**config.mk**
```make
export PLATFORM = sky130hd
export DESIGN_NAME = nand_rd_chip
export DESIGN_NICKNAME = d
export VERILOG_FILES = /design/src/rtl/nand_rd_pkg.sv /design/src/rtl/nand_rd_chip.sv
export SDC_FILE = /design/constraint.sdc
export NUM_CORES = 1
export LEC_CHECK = 0
export BUFFER_PORTS_ARGS = -buffer_cell sky130_fd_sc_hd__buf_2
export CORE_MARGIN = 3
export CORE_UTILIZATION = 35
export DETAILED_ROUTE_END_ITERATION = 12
export GPL_ROUTABILITY_DRIVEN = 0
export PLACE_DENSITY_LB_ADDON = 0.1
export SKIP_CTS_REPAIR_TIMING = 1
export SYNTH_ARGS = -nofsm -noshare
export SYNTH_HDL_FRONTEND = slang
export SYNTH_SLANG_ARGS = --single-unit
```
**constraint.sdc**
```tcl
create_clock -name clk -period 2.6 [get_ports clk]
set_input_delay 0.13 -clock clk [delete_from_list [all_inputs] [get_ports clk]]
set_output_delay 0.13 -clock clk [all_outputs]
set_load 0.02 [all_outputs]
```
**src/rtl/nand_rd_pkg.sv**
```systemverilog
package nand_rd_pkg;
  typedef enum logic [1:0] {
    MD_IDLE = 2'd0,
    MD_RD_A = 2'd1,
    MD_RD_B = 2'd2,
    MD_RD_C = 2'd3
  } rd_mode_e;

  localparam logic [7:0] CMD_RESET = 8'hFF;
  localparam logic [7:0] CMD_RD_A  = 8'h00;
  localparam logic [7:0] CMD_RD_B  = 8'h01;
  localparam logic [7:0] CMD_RD_C  = 8'h50;
endpackage

```
**src/rtl/nand_rd_chip.sv**
```systemverilog
module nand_rd_chip
  import nand_rd_pkg::*;
#(
  parameter int PTR_W = 26,
  parameter int PAGE_BYTES = 528
) (
  input  logic             clk,
  input  logic             rst_n,
  input  logic             sel,
  input  logic             cmd_stb,
  input  logic             adr_stb,
  input  logic             rd_stb,
  input  logic [7:0]       din,
  output logic [PTR_W-1:0] ptr_q,
  output rd_mode_e         mode_q,
  output logic             bad
);
  localparam logic [PTR_W-1:0] PAGE_STEP = PTR_W'(PAGE_BYTES);
  localparam logic [PTR_W-1:0] BANK_STEP = PTR_W'(PAGE_BYTES * 256);

  rd_mode_e         mode_d;
  logic [PTR_W-1:0] ptr_d;
  logic [1:0]       cyc_q, cyc_d;
  logic             upd;
  logic [PTR_W-1:0] byte_w;

  assign byte_w = PTR_W'(din);
  assign upd    = sel & (cmd_stb | adr_stb | rd_stb);

  always_comb begin
    mode_d = mode_q;
    ptr_d  = ptr_q;
    cyc_d  = cyc_q;
    bad    = 1'b0;
    if (sel && cmd_stb) begin
      unique case (din)
        CMD_RESET: mode_d = MD_IDLE;
        CMD_RD_A: begin mode_d = MD_RD_A; cyc_d = 2'd0; end
        CMD_RD_B: begin mode_d = MD_RD_B; cyc_d = 2'd0; end
        CMD_RD_C: begin mode_d = MD_RD_C; cyc_d = 2'd0; end
        default:  bad = 1'b1;
      endcase
    end else if (sel && adr_stb) begin
      if (mode_q == MD_IDLE || cyc_q == 2'd3) begin
        bad = 1'b1;
      end else begin
        cyc_d = cyc_q + 2'd1;
        unique case (cyc_q)
          2'd0: begin
            ptr_d = byte_w;
            if (mode_q == MD_RD_B) ptr_d[8] = 1'b1;
            if (mode_q == MD_RD_C) ptr_d[9] = 1'b1;
          end
          2'd1:    ptr_d = ptr_q + byte_w * BANK_STEP;
          default: ptr_d = ptr_q + byte_w * PAGE_STEP;
        endcase
      end
    end else if (sel && rd_stb) begin
      ptr_d = ptr_q + PTR_W'(1);
    end
  end

  always_ff @(posedge clk or negedge rst_n) begin
    if (!rst_n) begin
      mode_q <= MD_IDLE;
      ptr_q  <= '0;
      cyc_q  <= 2'd0;
    end else if (upd) begin
      mode_q <= mode_d;
      ptr_q  <= ptr_d;
      cyc_q  <= cyc_d;
    end
  end
endmodule

```
==> key figures <==
Die
  – Ports: 43
  – Die Footprint: 12300 um^2
  – Core area: 10500 um^2
  – Chip width: 111 um
  – Initial cell density of the core: 0.365
  – Site Rows: 37
  – Die span in y: 111 um

STA
  – Period utilization: 1.14
  – Final-report hold violation count: 0
  – Achievable frequency: 337 MHz
  – Slew @ Worst Pin: 0.825 ns
  – Slew Viols, Final: 0
  – RSZ-0062 raised after global routing: true
  – Setup Skew: 0.0147 ns
  – Final worst setup slack: -0.364 ns
  – Final Setup Violations: 10
  – Minimum period implied by the final worst setup slack: 2.96 ns
  – Rel. slew slack: 0.450

Synthesis
  – Post-synthesis register bit count: 30
  – Synth cell types: 64
  – Sequential share of the synthesized area: 0.196
  – Prevailing post-synth register cell: dfrtp_1
  – Warnings from Yosys: 0
  – Post-synth EDFFs: 0
  – Mapped Area: 3840 um^2
  – Async SR Flop Fraction: 1.00
  – Mapped Nets: 566
  – Average footprint of a synthesized cell: 7.56 um^2
  – Cell count after synthesis: 508

GRT
  – Largest net degree at the start of global routing: 31
  – Total congestion overflow: 0
  – First-pass GRT wire length: 24700 um
  – Initial antenna violation count: 0
  – Vias in the first global route: 4388
  – GRT Overall Usage: 0.254

Routing
  – DRC errors left: 0
  – Antenna Nets Post-Route: 0
  – Vias per std cell: 6.00
  – DRT iter0 DRCs: 358
  – Detailed Routing Iterations Pass 1: 5
  – Final WL: 16400 um
  – Vias: 4630
  – Routed wire per std cell: 21.3 um

Worst setup path
  – Worst endpoint required time: 2.79 ns
  – Crit-path max cell delay: 0.38 ns
  – Critical-path cell list: buf_8 > ha_4 > ha_4 > ha_4 > a21o_1 > a21oi_2 > nor2_1 > xor2_1 > ha_2 > nand2_2 > nand3_1 > a31oi_1 > a21oi_2 > mux2i_1 > nor2_1 > or4_1
  – Top Family by Delay on Critical Path: adder cells
  – Max stage delay cell, worst path: ha_2
  – WP buf/inv: 1
  – CP endpoint kind: flip-flop
  – Critical path class: input pin to flip-flop
  – CP Launch Type: input pin
  – Most common cell on crit path: ha_4
  – Max FO, Critical Path: 5
  – Critical Path AT: 3.15 ns

Power and ir drop
  – Pwr Density: 615 nW/um^2
  – Leak pwr: 2.35 nW
  – Maximum VDD drop: 0.457 mV
  – Total power: 3.40 mW

Final layout
  – Number of diodes: 0
  – Commonest cells after routing, fill and taps aside: buf_4, nand2_1, nor2_1, a21oi_1, buf_2
  – Most common cell after layout, fill and taps aside: buf_4
  – Filler Cell Count: 992
  – Share of cells above drive strength 1: 0.340
  – Nets: 693
  – Area growth, synth to finish: 43.9%

Run status
  – Failing checks: setup timing
  – Status: finished with violations

Placement
  – Post-DP HPWL: 12600 um
  – Pre-CTS setup slack: -0.789 ns
  – Port Buffers: 42

Clock network
  – Clk_lat worst skew: 0.31 ns
  – CTS tree: built
  – Clk slew on worst S/H paths: 0.09 ns
  – CTS Buf Count: 5
  – Max clock buf depth: 2
  – Clk sinks: 30
  – Htree depth: 2
  – Root Buffer: clkbuf_8

Job
  – Max-Cap Viols: 0

Worst hold path
  – Hold Crit Class: input pin to flip-flop
## stage by stage
| step | util | setup TNS [ns] | hold WS (ns) | cell area (um^2) | cells |
|---|---|---|---|---|---|
| 3_3_place_gp | 0.479 | -7.09 | 0.268 | 5030 | 759 |
| 5_1_grt | 0.526 | -3.87 | 0.258 | 5530 | 772 |
| 4_1_cts | 0.492 | -3.30 | -0.0615 | 5170 | 767 |
| 2_1_floorplan | - | -1.72 | -0.166 | 4030 | 508 |
| 6_report | 0.526 | -2.71 | 0.266 | 5530 | 772 |
| 3_5_place_dp | 0.479 | -7.42 | 0.281 | 5030 | 759 |
## path summary, 6_finish.rpt
path | slack (ns) | cells after the start | end | start
setup / recovery | -0.36 | 16 | ptr_q[23] | din[2]
hold / removal | 0.27 | 3 | mode_q[0] | din[0]
setup reg to reg | 0.01 | 11 | ptr_q[20] | ptr_q[4]
hold reg to reg | 0.55 | 2 | cyc_q[1] | cyc_q[1]
max in group asynchronous | 1.62 | 2 | cyc_q[0] | rst_n
min in group asynchronous | 0.45 | 2 | ptr_q[21] | rst_n
## power breakdown
| group | internal, mW | switching, mW | total, mW |
|---|---|---|---|
| logic | 0.930 | 1.16 | 2.09 |
| clock network | 0.410 | 0.235 | 0.645 |
| registers | 0.550 | 0.117 | 0.667 |
## state kept, by name, indices dropped and copies added (netlist names)
signal,count
mode_q,2
ptr_q,26
cyc_q,2
## kinds of logic (layout without fill, tap and decap cells)
group	Yosys count	count (layout)	synth area share
simple gates	203	203	0.258
buf+inv	27	155	0.0329
fa+ha+maj	44	44	0.149
mux	3	3	0.00782
flops	30	30	0.196
xor+xnor	28	28	0.0639
compound gates	173	173	0.292
## cells in the mapped netlist, types with 2 or more instances
cell type	number	area, um^2
a221oi_1	3	26.3
o22ai_1	4	25.0
o21a_1	5	37.5
a211oi_1	4	30.0
o41ai_1	3	26.3
nand4_1	7	43.8
inv_1	8	30.0
o21ai_0	39	195
o32ai_1	2	17.5
a21oi_1	49	245
nand2_1	56	210
nand3_1	28	140
a22oi_1	4	30.0
nor2b_1	11	68.8
nor2_1	47	176
o311ai_0	2	17.5
o211ai_1	9	67.6
or3_1	3	18.8
dfrtp_1	30	751
and3_2	3	22.5
a31oi_1	12	75.1
nor4_1	11	68.8
a21o_1	8	60.1
o2111ai_1	3	26.3
nor3_1	15	75.1
ha_1	41	513
and3_1	8	50.1
nand2b_1	5	31.3
a22o_1	2	17.5
fa_1	3	60.1
xnor2_1	13	114
clkbuf_1	14	52.6
mux2i_1	3	30.0
o21bai_1	2	15.0
xor2_1	15	131
o31ai_1	6	45.0
nand3b_1	3	22.5
## routing by layer
metal / vias to the layer above / global-route usage / share of wire
met1: 2189 / 0.353 / 0.44
met3: 38 / 0.0529 / 0.078
met2: 221 / 0.386 / 0.45
li1: 2182 / - / -
met4: 0 / 0.0944 / 0.036
met5: - / 0 / 0
## area by class of cell
cell class / instances / area, um^2 / share of cell area
Sequential cell: 30 / 751 / 0.136
Clock inverter: 2 / 60.1 / 0.0109
Timing Repair Buffer: 139 / 1020 / 0.184
Inverter: 8 / 30.0 / 0.00543
Clock buffer: 6 / 82.6 / 0.0149
Multi-Input combinational cell: 451 / 3420 / 0.618
Tap cell: 136 / 170 / 0.0308
## worst register-to-register path, stage by stage, from the launching register on
cell,delay [ns]
dfrtp_1,0.37
ha_1,0.18
inv_1,0.06
fa_1,0.41
nor2b_1,0.20
o2111ai_2,0.21
a211oi_2,0.36
o221a_4,0.26
buf_4,0.12
nor2_4,0.04
o211ai_1,0.16
nand3b_1,0.10
Power figures use the tool's default switching activity.
